<file path="src/rtl/tdm_tx_pkg.sv">
package tdm_tx_pkg;

    localparam int DATA_W   = 24;
    localparam int SLOT_MAX = 32;
    localparam int IDX_W    = $clog2(SLOT_MAX);
    localparam int POS_W    = $clog2(SLOT_MAX) + 1;

    typedef struct packed {
        logic [POS_W-1:0] slot_len;
        logic [POS_W-1:0] word_len;
    } geom_t;

    typedef enum logic [1:0] {
        FS_BIT          = 2'd0,
        FS_WORD_ALIGNED = 2'd1,
        FS_WORD_EARLY   = 2'd2
    } fs_mode_e;

    function automatic geom_t mk_geom(input int s, input int w);
        geom_t g;
        g.slot_len = POS_W'(s);
        g.word_len = POS_W'(w);
        return g;
    endfunction

    // Codes walk slot sizes upward, and inside each slot the word sizes that fit.
    function automatic geom_t decode_geom(input logic [4:0] code);
        geom_t g;
        case (code)
            5'd0:  g = mk_geom(8, 8);
            5'd1:  g = mk_geom(12, 8);
            5'd2:  g = mk_geom(12, 12);
            5'd3:  g = mk_geom(16, 8);
            5'd4:  g = mk_geom(16, 12);
            5'd5:  g = mk_geom(16, 16);
            5'd6:  g = mk_geom(20, 8);
            5'd7:  g = mk_geom(20, 12);
            5'd8:  g = mk_geom(20, 16);
            5'd9:  g = mk_geom(20, 20);
            5'd10: g = mk_geom(24, 8);
            5'd11: g = mk_geom(24, 12);
            5'd12: g = mk_geom(24, 16);
            5'd13: g = mk_geom(24, 20);
            5'd14: g = mk_geom(24, 24);
            5'd15: g = mk_geom(32, 8);
            5'd16: g = mk_geom(32, 12);
            5'd17: g = mk_geom(32, 16);
            5'd18: g = mk_geom(32, 20);
            5'd19: g = mk_geom(32, 24);
            default: g = mk_geom(24, 24);
        endcase
        return g;
    endfunction

endpackage

</file>
<file path="src/rtl/tdm_bclk_gen.sv">
module tdm_bclk_gen #(
    parameter int DIV_W    = 8,
    parameter int PRE_DIV  = 8,
    parameter int MIN_HALF = 2
) (
    input  logic             clk,
    input  logic             rst,
    input  logic             pre_en,
    input  logic [DIV_W-1:0] div_m1,
    input  logic             clk_pol,
    output logic             bclk,
    output logic             launch
);
    localparam int HALF_W = DIV_W + $clog2(PRE_DIV) + 1;

    logic [HALF_W-1:0] half;
    logic [HALF_W-1:0] cnt;
    logic              wrap;

    // Half period in system clocks, clamped so the bit clock never exceeds clk/4.
    always_comb begin
        half = HALF_W'(div_m1) + HALF_W'(1);
        if (pre_en)
            half = half * HALF_W'(PRE_DIV);
        if (half < HALF_W'(MIN_HALF))
            half = HALF_W'(MIN_HALF);
    end

    assign wrap   = (cnt >= half - 1'b1);
    // The coming toggle moves bclk to the launching level.
    assign launch = wrap && (bclk == clk_pol);

    always_ff @(posedge clk) begin
        if (rst) begin
            cnt  <= '0;
            bclk <= 1'b0;
        end else if (wrap) begin
            cnt  <= '0;
            bclk <= ~bclk;
        end else begin
            cnt <= cnt + 1'b1;
        end
    end

    AST_LAUNCH_EDGE: assert property (@(posedge clk) disable iff (rst)
        launch |=> (bclk != clk_pol)) else $error("launch edge polarity");

endmodule

</file>
<file path="src/rtl/tdm_slot_seq.sv">
module tdm_slot_seq import tdm_tx_pkg::*; (
    input  logic             clk,
    input  logic             rst,
    input  logic             launch,
    input  logic             tx_en,
    input  logic [POS_W-1:0] slot_len,
    input  logic [POS_W-1:0] word_len,
    input  logic [IDX_W-1:0] last_slot,
    input  fs_mode_e         fs_mode,
    output logic [POS_W-1:0] bitc,
    output logic             slot_start,
    output logic [IDX_W-1:0] next_slot,
    output logic             next_on,
    output logic             fsync,
    output logic             fs_slot
);
    logic [IDX_W-1:0] slot;
    logic             tx_on;
    logic             primed;
    logic             bit_last, slot_last;
    logic             at_tail, at_head, early_head;

    always_comb begin
        bit_last   = (bitc >= slot_len - 1'b1);
        slot_last  = (slot >= last_slot);
        next_slot  = slot_last ? '0 : slot + 1'b1;
        // Enable is honoured at frame start; dropping it ends output at any slot edge.
        next_on    = (next_slot == '0) ? tx_en : (tx_on & tx_en);
        slot_start = launch & bit_last;
        at_tail    = primed && (slot == last_slot) && (bitc == slot_len - 1'b1);
        at_head    = primed && (slot == '0) && (bitc < word_len);
        early_head = primed && (slot == '0) && ((bitc + 1'b1) < word_len);
        case (fs_mode)
            FS_WORD_ALIGNED: fsync = at_head;
            FS_WORD_EARLY:   fsync = at_tail | early_head;
            default:         fsync = at_tail;
        endcase
        fs_slot = primed && (slot == '0);
    end

    always_ff @(posedge clk) begin
        if (rst) begin
            slot   <= '1;
            bitc   <= '1;
            tx_on  <= 1'b0;
            primed <= 1'b0;
        end else if (launch) begin
            primed <= 1'b1;
            if (bit_last) begin
                bitc  <= '0;
                slot  <= next_slot;
                tx_on <= next_on;
            end else begin
                bitc <= bitc + 1'b1;
            end
        end
    end

    AST_FRAME_WRAP: assert property (@(posedge clk) disable iff (rst)
        launch && bit_last && slot_last |=> (slot == '0) && (bitc == '0)) else $error("frame wrap");

    AST_RESUME_AT_FRAME: assert property (@(posedge clk) disable iff (rst)
        !tx_on |=> !tx_on || ((slot == '0) && (bitc == '0))) else $error("resume off frame start");

endmodule

</file>
<file path="src/rtl/tdm_tx_shift.sv">
module tdm_tx_shift import tdm_tx_pkg::*; (
    input  logic                clk,
    input  logic                rst,
    input  logic                launch,
    input  logic                slot_start,
    input  logic                next_on,
    input  logic [IDX_W-1:0]    next_slot,
    input  logic [POS_W-1:0]    bitc,
    input  logic [POS_W-1:0]    word_len,
    input  logic                wr_en,
    input  logic [DATA_W-1:0]   wr_data,
    input  logic                mask_wr,
    input  logic [SLOT_MAX-1:0] mask_in,
    output logic                sd_out,
    output logic                sd_oe,
    output logic                empty,
    output logic                odd_empty,
    output logic                underrun
);
    localparam int PAD_W = SLOT_MAX - DATA_W;

    logic [SLOT_MAX-1:0] mask;
    logic [SLOT_MAX-1:0] shreg;
    logic [DATA_W-1:0]   hold;
    logic                live;
    logic                load_go;

    assign load_go = slot_start & next_on & mask[next_slot];
    assign sd_oe   = live;
    // Bits past the word are padded with zeros up to the slot length.
    assign sd_out  = live && (bitc < word_len) && shreg[SLOT_MAX-1];

    always_ff @(posedge clk) begin
        if (rst) begin
            mask      <= '1;
            shreg     <= '0;
            hold      <= '0;
            live      <= 1'b0;
            empty     <= 1'b1;
            odd_empty <= 1'b0;
            underrun  <= 1'b0;
        end else begin
            if (mask_wr)
                mask <= mask_in;
            if (slot_start) begin
                live <= load_go;
                if (load_go) begin
                    shreg     <= {hold, {PAD_W{1'b0}}};
                    empty     <= 1'b1;
                    odd_empty <= next_slot[0];
                    if (empty)
                        underrun <= 1'b1;
                end
            end else if (launch) begin
                shreg <= shreg << 1;
            end
            if (wr_en) begin
                hold      <= wr_data;
                empty     <= 1'b0;
                odd_empty <= 1'b0;
                underrun  <= 1'b0;
            end
        end
    end

    AST_MASKED_SLOT_QUIET: assert property (@(posedge clk) disable iff (rst)
        slot_start && !mask[next_slot] && !wr_en |=> !sd_oe && $stable(empty)) else $error("masked slot");

    AST_LOAD_EMPTIES: assert property (@(posedge clk) disable iff (rst)
        load_go && !wr_en |=> empty) else $error("empty not set");

    AST_UNDERRUN_FLAG: assert property (@(posedge clk) disable iff (rst)
        load_go && empty && !wr_en |=> underrun) else $error("underrun missed");

endmodule

</file>
<file path="src/rtl/tdm_audio_tx.sv">
module tdm_audio_tx import tdm_tx_pkg::*; #(
    parameter int DIV_W   = 8,
    parameter int PRE_DIV = 8
) (
    input  logic                clk,
    input  logic                rst,
    input  logic                tx_en,
    input  logic                net_mode,
    input  logic                bclk_pol,
    input  logic                fs_long,
    input  logic                fs_early,
    input  logic [4:0]          geom_code,
    input  logic [IDX_W-1:0]    last_slot,
    input  logic                pre8_en,
    input  logic [DIV_W-1:0]    div_m1,
    input  logic                mask_wr,
    input  logic [SLOT_MAX-1:0] mask_in,
    input  logic                wr_en,
    input  logic [DATA_W-1:0]   wr_data,
    output logic                sd_out,
    output logic                sd_oe,
    output logic                bclk,
    output logic                fsync,
    output logic                fs_slot,
    output logic                empty,
    output logic                odd_empty,
    output logic                underrun
);
    geom_t            geom;
    fs_mode_e         fs_mode;
    logic [IDX_W-1:0] eff_last;
    logic             launch;
    logic [POS_W-1:0] bitc;
    logic             slot_start;
    logic [IDX_W-1:0] next_slot;
    logic             next_on;

    assign geom     = decode_geom(geom_code);
    assign eff_last = net_mode ? last_slot : '0;

    always_comb begin
        if (!fs_long)
            fs_mode = FS_BIT;
        else if (fs_early)
            fs_mode = FS_WORD_EARLY;
        else
            fs_mode = FS_WORD_ALIGNED;
    end

    tdm_bclk_gen #(.DIV_W(DIV_W), .PRE_DIV(PRE_DIV)) u_bclk (
        .clk     (clk),
        .rst     (rst),
        .pre_en  (pre8_en),
        .div_m1  (div_m1),
        .clk_pol (bclk_pol),
        .bclk    (bclk),
        .launch  (launch)
    );

    tdm_slot_seq u_seq (
        .clk        (clk),
        .rst        (rst),
        .launch     (launch),
        .tx_en      (tx_en),
        .slot_len   (geom.slot_len),
        .word_len   (geom.word_len),
        .last_slot  (eff_last),
        .fs_mode    (fs_mode),
        .bitc       (bitc),
        .slot_start (slot_start),
        .next_slot  (next_slot),
        .next_on    (next_on),
        .fsync      (fsync),
        .fs_slot    (fs_slot)
    );

    tdm_tx_shift u_shift (
        .clk        (clk),
        .rst        (rst),
        .launch     (launch),
        .slot_start (slot_start),
        .next_on    (next_on),
        .next_slot  (next_slot),
        .bitc       (bitc),
        .word_len   (geom.word_len),
        .wr_en      (wr_en),
        .wr_data    (wr_data),
        .mask_wr    (mask_wr),
        .mask_in    (mask_in),
        .sd_out     (sd_out),
        .sd_oe      (sd_oe),
        .empty      (empty),
        .odd_empty  (odd_empty),
        .underrun   (underrun)
    );

endmodule

</file>
<file path="config.mk">
export PLATFORM = sky130hd
export DESIGN_NAME = tdm_audio_tx
export DESIGN_NICKNAME = d
export VERILOG_FILES = /design/src/rtl/tdm_tx_pkg.sv /design/src/rtl/tdm_bclk_gen.sv /design/src/rtl/tdm_slot_seq.sv /design/src/rtl/tdm_tx_shift.sv /design/src/rtl/tdm_audio_tx.sv
export SDC_FILE = /design/constraint.sdc
export NUM_CORES = 1
export LEC_CHECK = 0
export ABC_AREA = 1
export BUFFER_PORTS_ARGS = -buffer_cell sky130_fd_sc_hd__buf_4
export CAP_MARGIN = 20
export CELL_PAD_IN_SITES_DETAIL_PLACEMENT = 2
export CELL_PAD_IN_SITES_GLOBAL_PLACEMENT = 2
export CORE_ASPECT_RATIO = 0.6
export CORE_MARGIN = 2
export CORE_UTILIZATION = 25
export CTS_CLUSTER_DIAMETER = 150
export CTS_CLUSTER_SIZE = 24
export DETAILED_ROUTE_END_ITERATION = 10
export PLACE_DENSITY_LB_ADDON = 0.08
export SYNTH_ARGS = -nofsm -noshare
export SYNTH_HDL_FRONTEND = slang
export SYNTH_SLANG_ARGS = --single-unit
</file>
<file path="constraint.sdc">
create_clock -name clk -period 4.2 [get_ports clk]
set_input_delay 0.42 -clock clk [delete_from_list [all_inputs] [get_ports clk]]
set_output_delay 0.42 -clock clk [all_outputs]
set_load 0.005 [all_outputs]
</file>
==> impl_metrics.env, run 1 <==
export IMPL_grt_max_degree=61
export IMPL_ys_warn_count=0
export IMPL_outcome="finished clean"
export IMPL_drtPass1Iterations=4
export IMPL_synth_seq_area_share=0.352
export IMPL_synth_seq_cells=110
export IMPL_drc=0
export IMPL_die_area_um2=26300
export IMPL_critPathTopFamily="simple AND/OR/NAND/NOR gates"
export IMPL_die_h_um=127
export IMPL_crit_path_end="u_shift.shreg[10]$_SDFFE_PP0P_"
export IMPL_finalMaxSlewViolations=0
export IMPL_required_ns=4.47
export IMPL_worst_slew_pin_slew_ns=1.04
export IMPL_finClkSkew_ns=0.0153
export IMPL_cts_buffer_depth=2
export IMPL_wl_met3_um=755
export IMPL_cts_sinks=110
export IMPL_core_um2=24400
export IMPL_stdcell_count=1367
export IMPL_io_buffers=91
export IMPL_startpoint="div_m1[0]"
export IMPL_critical_path_arrival_ns=4.26
export IMPL_max_freq_mhz=250
export IMPL_place_congestion=0.817
export IMPL_syn_nets=1044
export IMPL_layout_commonest_cell="nand2_1"
export IMPL_ys_flop_type="dfxtp_1"
export IMPL_clkTransAtPathRegs_ns=0.08
export IMPL_ff2ff_setup_slack_ns=1.14
export IMPL_grt_total_usage=0.166
export IMPL_placed_area_um2=7560
export IMPL_cts_htree_levels=3
export IMPL_async_reset_ff_frac=0
export IMPL_cts_root_buf="clkbuf_16"
export IMPL_via_per_inst=4.59
export IMPL_r2r_end="u_shift.shreg[18]$_SDFFE_PP0P_"
export IMPL_hold_ws_ns=0.250
export IMPL_critPathMaxFanout=8
export IMPL_synth_cells=924
export IMPL_wl_met1_um=12400
export IMPL_hold_class="input port to flip-flop"
export IMPL_min_from="mask_in[10]"
export IMPL_initial_core_util=0.256
export IMPL_n_antenna_cell=0
export IMPL_grt_pass1_wl_um=34900
export IMPL_synth_area_um2=6250
export IMPL_synth_distinct_cells=41
export IMPL_grt_pass1_vias=6519
export IMPL_antenna_found_initial=0
export IMPL_cp_slowest_cell="ha_4"
export IMPL_final_cell_mix="nand2_1 (208), buf_4 (134), dfxtp_1 (110)"
export IMPL_cp_depth=33
export IMPL_wl_um=21800
export IMPL_reg2regPathDepth=19
export IMPL_dp_cells=1339
export IMPL_dp_hpwl_um=15900
export IMPL_peakVddDrop_v=0.000174
export IMPL_die_w_um=208
export IMPL_cts_hold_fix_buffers=0
export IMPL_wl_met2_um=8470
export IMPL_areaGrowthSynthToFinish_pct=31.9
export IMPL_fin_crit_sh=0.951
export IMPL_drive_above_1_share=0.224
export IMPL_avgSynthCellArea_um2=6.77
export IMPL_setup_violations=0
export IMPL_timing_rr_start="u_seq.slot[0]$_SDFFE_PP1N_"
export IMPL_nFillCells=2911
export IMPL_cts_made_buffers=9
export IMPL_synth_edf_count=0
export IMPL_topRoutingLayerUsed="met4"
export IMPL_drtIter0Drc=261
export IMPL_power_density_nw_per_um2=286
export IMPL_cp_start_kind="input port"
export IMPL_hold_violations=0
export IMPL_slew_headroom=0.304
export IMPL_max_stage_delay_ns=0.26
export IMPL_cts_tree="built"
export IMPL_fin_area_um2=8250
export IMPL_insertion_delay_ns=0.38
export IMPL_rsz0062_at_grt="true"
export IMPL_ant_nets=0
export IMPL_io_pins=92
export IMPL_fp_row_count=44
export IMPL_grt_overflow=0
export IMPL_final_nets=1160
export IMPL_leakage_nw=3.88
export IMPL_min_period_ns=3.99
export IMPL_drv_cap=0
export IMPL_cp_num_buf_inv=7
export IMPL_crit_type="input port to flip-flop"
export IMPL_crit_path_end_kind="flip-flop"
export IMPL_wl_per_cell_um=16.0
export IMPL_vias=6268
==> flip-flops by register name, summed over array words and instances (netlist names) <==
name and count:
u_seq.bitc 6, u_bclk.cnt 12, u_shift.mask 32, u_bclk.bclk 1
u_shift.hold 24, u_shift.odd_empty 1, u_shift.underrun 1, u_seq.tx_on 1
u_shift.shreg 24, u_shift.sd_oe 1, u_seq.slot 5, u_seq.primed 1
u_shift.empty 1
==> through the flow <==
stage	total power, mW	setup TNS (ns)	worst slack [ns]	util
after floorplan	1.32	-0.471	-0.0670	-
after CTS	2.38	0	0.0211	0.322
after detailed placement	1.49	-10.43	-0.348	0.310
after global placement	1.48	-3.02	-0.158	0.310
after global routing	2.51	-1.16	-0.0738	0.338
final	2.36	0	0.206	0.338
==> kinds of logic (layout without fill, tap and decap cells) <==
logic type	count (synthesis)	count (layout)	share of synthesized area
xor+xnor	22	22	0.0308
simple gates	468	468	0.323
other cells	1	1	0.000600
compound gates	147	147	0.128
buf+inv	140	261	0.0932
fa+ha+maj	36	36	0.0720
flops	110	110	0.352
==> area by class of cell <==
| type | instances | area [um^2] | area share |
|---|---|---|---|
| clock buffer | 9 | 225 | 0.0273 |
| clock inverter | 7 | 63.8 | 0.00774 |
| multi-input combinational | 674 | 3710 | 0.449 |
| timing repair buffer | 148 | 1280 | 0.156 |
| tap | 322 | 403 | 0.0488 |
| inverter | 97 | 364 | 0.0441 |
| sequential | 110 | 2200 | 0.267 |
==> power by group <==
group          internal (mW)  switching, mW
logic                  0.168          0.208
clock network          0.416          0.456
registers               1.08         0.0251
total                   1.67          0.690
==> metal layers <==
metal,GRT usage,up-vias
li1,-,3226
met3,0.0359,12
met2,0.230,83
met1,0.258,2947
met5,0,-
met4,0.0317,0
==> cell usage after synthesis (5+ instances only) <==
library cell,number,area share
nand2_1,214,0.13
dfxtp_1,110,0.35
nor2_1,106,0.064
nand3_1,103,0.082
inv_1,91,0.055
o21ai_0,68,0.054
a21oi_1,57,0.046
ha_1,36,0.072
clkbuf_1,29,0.017
xor2_1,17,0.024
nand4_1,14,0.014
nor3_1,9,0.0072
a21oi_2,7,0.0098
buf_2,6,0.0048
inv_2,5,0.0030
o21a_1,5,0.0060
or2_2,5,0.0050
xnor2_1,5,0.0070
==> worst min path at each step <==
stage / to / cells past startpoint
finish: u_shift.mask[10]$_SDFFE_PP1P_ / 3
global route: u_shift.mask[12]$_SDFFE_PP1P_ / 3
CTS: u_shift.mask[19]$_SDFFE_PP1P_ / 3
detailed placement: u_shift.mask[30]$_SDFFE_PP1P_ / 2
global placement: u_shift.mask[14]$_SDFFE_PP1P_ / 2
floorplan: u_shift.mask[11]$_SDFFE_PP1P_ / 2
==> repair_timing <==
action                     in CTS  in global routing
buffers inserted                0                  4
gates resized for setup         0                 47
setup endpoints to repair       0                 48
==> worst min-delay path, cell delays in order <==
cell and delay, ns:
buf_4 0.07, nand2_1 0.04, nand3_1 0.06
(Power assumes the default switching activity.)
==> inputs of run 2 (changes only) <==
--- a/config.mk
+++ b/config.mk
@@ -6,7 +6,6 @@
 export NUM_CORES = 1
 export LEC_CHECK = 0
 export ABC_AREA = 1
-export BUFFER_PORTS_ARGS = -buffer_cell sky130_fd_sc_hd__buf_4
 export CAP_MARGIN = 20
 export CELL_PAD_IN_SITES_DETAIL_PLACEMENT = 2
 export CELL_PAD_IN_SITES_GLOBAL_PLACEMENT = 2
@@ -16,6 +15,7 @@
 export CTS_CLUSTER_DIAMETER = 150
 export CTS_CLUSTER_SIZE = 24
 export DETAILED_ROUTE_END_ITERATION = 10
+export DONT_BUFFER_PORTS = 1
 export PLACE_DENSITY_LB_ADDON = 0.08
 export SYNTH_ARGS = -nofsm -noshare
 export SYNTH_HDL_FRONTEND = slang
==> impl_metrics.env, run 2 (synthesized netlist as in run 1, its figures left out) <==
export IMPL_placed_area_um2=6770
export IMPL_grt_total_usage=0.161
export IMPL_nFillCells=2853
export IMPL_dp_cells=1235
export IMPL_stdcell_count=1270
export IMPL_place_congestion=0.807
export IMPL_drv_cap=0
export IMPL_core_um2=24400
export IMPL_reg2regPathDepth=17
export IMPL_hold_class="input port to flip-flop"
export IMPL_fin_crit_sh=0.950
export IMPL_required_ns=4.45
export IMPL_cts_buffer_depth=2
export IMPL_wl_per_cell_um=17.8
export IMPL_max_stage_delay_ns=0.27
export IMPL_areaGrowthSynthToFinish_pct=21.9
export IMPL_cts_tree="built"
export IMPL_fp_row_count=44
export IMPL_via_per_inst=4.80
export IMPL_vias=6099
export IMPL_hold_violations=0
export IMPL_grt_max_degree=52
export IMPL_drtIter0Drc=183
export IMPL_wl_um=22700
export IMPL_grt_pass1_wl_um=34200
export IMPL_worst_slew_pin_slew_ns=0.929
export IMPL_cts_sinks=110
export IMPL_final_cell_mix="nand2_1 (205), dfxtp_1 (110), nor2_1 (102)"
export IMPL_critical_path_arrival_ns=4.24
export IMPL_cp_depth=29
export IMPL_clkTransAtPathRegs_ns=0.08
export IMPL_crit_path_frequent_cell="nor2_4"
export IMPL_largest_register="u_shift.mask"
export IMPL_setup_violations=0
export IMPL_peakVddDrop_v=0.000188
export IMPL_crit_type="input port to flip-flop"
export IMPL_initial_core_util=0.256
export IMPL_top_regs="u_shift.mask x32, u_shift.hold x24, u_shift.shreg x24"
export IMPL_n_antenna_cell=0
export IMPL_io_buffers=0
export IMPL_cp_start_kind="input port"
export IMPL_io_pins=92
export IMPL_die_w_um=208
export IMPL_drc=0
export IMPL_power_density_nw_per_um2=311
export IMPL_min_period_ns=3.99
export IMPL_drive_above_1_share=0.149
export IMPL_finClkSkew_ns=0.00967
export IMPL_slew_headroom=0.380
export IMPL_dp_hpwl_um=16000
export IMPL_cp_slowest_cell="ha_1"
export IMPL_insertion_delay_ns=0.36
export IMPL_multi_input_area_um2=3740
export IMPL_cts_htree_levels=3
export IMPL_layout_commonest_cell="nand2_1"
export IMPL_final_nets=1063
export IMPL_drtPass1Iterations=4
export IMPL_critPathTopFamily="simple AND/OR/NAND/NOR gates"
export IMPL_antenna_found_initial=1
export IMPL_holdPathStages=1
export IMPL_leakage_nw=3.48
export IMPL_rsz0062_at_grt="true"
export IMPL_largest_reg_flops=32
export IMPL_cts_root_buf="clkbuf_16"
export IMPL_max_freq_mhz=251
export IMPL_finalMaxSlewViolations=0
export IMPL_crit_path_end_kind="flip-flop"
export IMPL_fin_tns_setup_ns=0
export IMPL_ant_nets=0
export IMPL_outcome="finished clean"
export IMPL_grt_pass1_vias=6461
export IMPL_ff2ff_setup_slack_ns=0.78
export IMPL_cts_made_buffers=9
export IMPL_regArea_um2=2200
export IMPL_die_h_um=127
export IMPL_critPathMaxFanout=6
export IMPL_die_area_um2=26300
export IMPL_cp_num_buf_inv=5
export IMPL_fin_util=0.313
export IMPL_grt_overflow=0
export IMPL_fin_area_um2=7620
run 2: area by class of cell:
class,count,area share
flip-flops and latches,110,0.289
well taps,322,0.0528
clock buffers,10,0.0313
multi-input cells,675,0.490
inverters,97,0.0481
clock inverters,6,0.0120
repair buffers,50,0.0770
run 2: what timing repair did:
action                                  CTS  global route
endpoints found under the setup margin    1            44
pin swaps                                 0            34
buffers inserted                          0             7
gates resized for setup                   1            56
hold buffers                              0             0
gates cloned                              0            11
run 2: per-stage QoR:
step	power, mW	setup slack (ns)	hold slack [ns]
2_1_floorplan	1.32	-0.0670	0.429
3_3_place_gp	1.38	-0.191	0.448
3_5_place_dp	1.40	-0.358	0.451
4_1_cts	2.39	0.0509	0.104
5_1_grt	2.50	-0.0995	0.107
6_report	2.37	0.211	0.127
run 2: path summary, 6_finish.rpt:
path,to,from
max,u_shift.shreg[23]$_SDFFE_PP0P_,div_m1[0]
min,u_shift.shreg[8]$_SDFFE_PP0P_,rst
max reg2reg,u_shift.shreg[23]$_SDFFE_PP0P_,u_seq.slot[0]$_SDFFE_PP1N_
min reg2reg,u_shift.mask[10]$_SDFFE_PP1P_,u_shift.mask[10]$_SDFFE_PP1P_
run 2: metal layers:
| metal | vias up | routed length (um) | track usage | part of all wire |
|---|---|---|---|---|
| met5 | - | 19 | 0 | 0.00084 |
| met4 | 2 | 148 | 0.0279 | 0.0065 |
| met3 | 15 | 849 | 0.0431 | 0.037 |
| met2 | 71 | 9760 | 0.253 | 0.43 |
| met1 | 2971 | 11900 | 0.224 | 0.52 |
| li1 | 3040 | - | - | - |
run 2: where the power goes:
group / total [mW] / switching, mW / internal, mW
Sequential: 1.11 / 0.0267 / 1.08
Clock: 0.970 / 0.425 / 0.545
Combinational: 0.287 / 0.177 / 0.110
Total: 2.37 / 0.629 / 1.74
==> inputs of run 3 (changes only) <==
--- a/config.mk
+++ b/config.mk
@@ -16,7 +16,7 @@
 export CTS_CLUSTER_SIZE = 24
 export DETAILED_ROUTE_END_ITERATION = 10
 export DONT_BUFFER_PORTS = 1
-export PLACE_DENSITY_LB_ADDON = 0.08
+export PLACE_DENSITY = 0.66
 export SYNTH_ARGS = -nofsm -noshare
 export SYNTH_HDL_FRONTEND = slang
 export SYNTH_SLANG_ARGS = --single-unit
==> impl_metrics.env, run 3 (synthesized netlist as in run 1, its figures left out) <==
export IMPL_worst_slew_pin_slew_ns=1.00
export IMPL_fin_crit_sh=0.961
export IMPL_place_congestion=0.798
export IMPL_finClkSkew_ns=0.00874
export IMPL_fin_util=0.307
export IMPL_critPathMaxFanout=8
export IMPL_n_antenna_cell=0
export IMPL_final_nets=1061
export IMPL_drive_above_1_share=0.135
export IMPL_pwr_share_comb=0.126
export IMPL_timing_rr_start="u_seq.slot[2]$_SDFFE_PP1N_"
export IMPL_r2r_end="u_shift.shreg[18]$_SDFFE_PP0P_"
export IMPL_fin_area_um2=7500
export IMPL_hold_class="input port to flip-flop"
export IMPL_drtPass1Iterations=4
export IMPL_ff2ff_setup_slack_ns=0.88
export IMPL_die_w_um=208
export IMPL_cts_buffer_depth=2
export IMPL_max_freq_mhz=248
export IMPL_placed_area_um2=6790
export IMPL_internal_power_mw=1.68
export IMPL_die_area_um2=26300
export IMPL_cts_htree_levels=3
export IMPL_cts_tree="built"
export IMPL_final_cell_mix="nand2_1 (211), dfxtp_1 (110), nor2_1 (99)"
export IMPL_outcome="finished clean"
export IMPL_insertion_delay_ns=0.36
export IMPL_drc=0
export IMPL_grt_overflow=0
export IMPL_layout_commonest_cell="nand2_1"
export IMPL_dp_cells=1240
export IMPL_min_to="u_seq.tx_on$_SDFFE_PP0N_"
export IMPL_wl_per_cell_um=16.9
export IMPL_crit_path_end_kind="flip-flop"
export IMPL_vias=5973
export IMPL_initial_core_util=0.256
export IMPL_areaGrowthSynthToFinish_pct=19.9
export IMPL_swShare=0.273
export IMPL_grt_total_usage=0.160
export IMPL_antenna_found_initial=0
export IMPL_required_ns=4.46
export IMPL_finalMaxSlewViolations=0
export IMPL_cp_start_kind="input port"
export IMPL_cp_slowest_cell="ha_4"
export IMPL_min_period_ns=4.04
export IMPL_cts_made_buffers=9
export IMPL_die_h_um=127
export IMPL_grt_pass1_wl_um=33700
export IMPL_top_regs="u_shift.mask x32, u_shift.hold x24, u_shift.shreg x24"
export IMPL_power_density_nw_per_um2=309
export IMPL_fp_row_count=44
export IMPL_leakage_nw=3.39
export IMPL_reg2regPathDepth=16
export IMPL_seqPwrFrac=0.479
export IMPL_max_stage_delay_ns=0.28
export IMPL_ant_nets=0
export IMPL_io_pins=92
export IMPL_io_buffers=0
export IMPL_p_sw_mw=0.631
export IMPL_crit_type="input port to flip-flop"
export IMPL_cts_hold_fix_buffers=0
export IMPL_drtIter0Drc=315
export IMPL_grt_pass1_vias=6224
export IMPL_peakVddDrop_v=0.000214
export IMPL_largest_reg_flops=32
export IMPL_holdPathStages=1
export IMPL_power_mw=2.31
export IMPL_setup_violations=0
export IMPL_fin_tns_setup_ns=0
export IMPL_largest_register="u_shift.mask"
export IMPL_min_from="rst"
export IMPL_dp_hpwl_um=15200
export IMPL_cts_root_buf="clkbuf_16"
export IMPL_hold_violations=0
export IMPL_core_um2=24400
export IMPL_via_per_inst=4.71
export IMPL_grt_max_degree=63
export IMPL_drv_cap=0
export IMPL_slew_headroom=0.330
export IMPL_cts_sinks=110
export IMPL_wl_um=21400
export IMPL_stdcell_count=1267
export IMPL_clockPowerShare=0.395
export IMPL_critical_path_arrival_ns=4.30
export IMPL_clkTransAtPathRegs_ns=0.08
[run 3: timing repair]
| item | 4_1_cts | 5_1_grt |
|---|---|---|
| pin swaps | 0 | 22 |
| cloned | 1 | 6 |
| gates resized for setup | 2 | 43 |
| buffers inserted | 0 | 4 |
| setup endpoints to repair | 8 | 40 |
[run 3: metrics by stage]
| stage | hold WS, ns | setup WS (ns) |
|---|---|---|
| after floorplan | 0.429 | -0.0670 |
| after global placement | 0.444 | -0.192 |
| after detailed placement | 0.448 | -0.379 |
| after CTS | 0.0955 | 0.0239 |
| after global routing | 0.0981 | -0.160 |
| final | 0.132 | 0.163 |
[run 3: how the worst max path moves through the flow]
stage                          from                              to  depth (start not counted)
final                     div_m1[0]  u_shift.shreg[18]$_SDFFE_PP0P_                         30
after global routing      div_m1[0]  u_shift.shreg[10]$_SDFFE_PP0P_                         29
after CTS                 div_m1[0]   u_shift.shreg[8]$_SDFFE_PP0P_                         31
after detailed placement  div_m1[0]  u_shift.shreg[18]$_SDFFE_PP0P_                         32
after global placement    div_m1[0]  u_shift.shreg[25]$_SDFFE_PP0P_                         32
after floorplan           div_m1[0]  u_shift.shreg[14]$_SDFFE_PP0P_                         33
[run 3: metal layers]
layer	vias to the layer above	wire length, um	global-route usage
met2	79	8660	0.232
met1	2855	11800	0.241
met4	0	162	0.0313
met3	13	757	0.0344
met5	-	0	0
li1	3026	-	-
[run 3: final cells by class]
| cell class | instances | area (um^2) |
|---|---|---|
| Multi-Input combinational cell | 674 | 3680 |
| Fill cell | 2912 | 16900 |
| Inverter | 97 | 367 |
| Timing Repair Buffer | 49 | 537 |
| Sequential cell | 110 | 2200 |
| Tap cell | 322 | 403 |
| Clock buffer | 10 | 239 |
| Clock inverter | 5 | 66.3 |
[run 3: worst max-delay path: cells and delay by family]
kind | cells | cell delay (ns)
simple gates | 17 | 2.03
buf+inv | 6 | 0.62
fa+ha+maj | 3 | 0.58
compound gates | 3 | 0.40
xor+xnor | 1 | 0.22
[run 3: power groups by stage]
stage / logic, mW / clock network [mW] / registers (mW)
CTS: 0.271 / 0.957 / 1.11
floorplan: 0.193 / 0 / 1.12
finish: 0.291 / 0.914 / 1.11
global route: 0.334 / 0.995 / 1.12
global placement: 0.258 / 0 / 1.13
detailed placement: 0.268 / 0 / 1.13
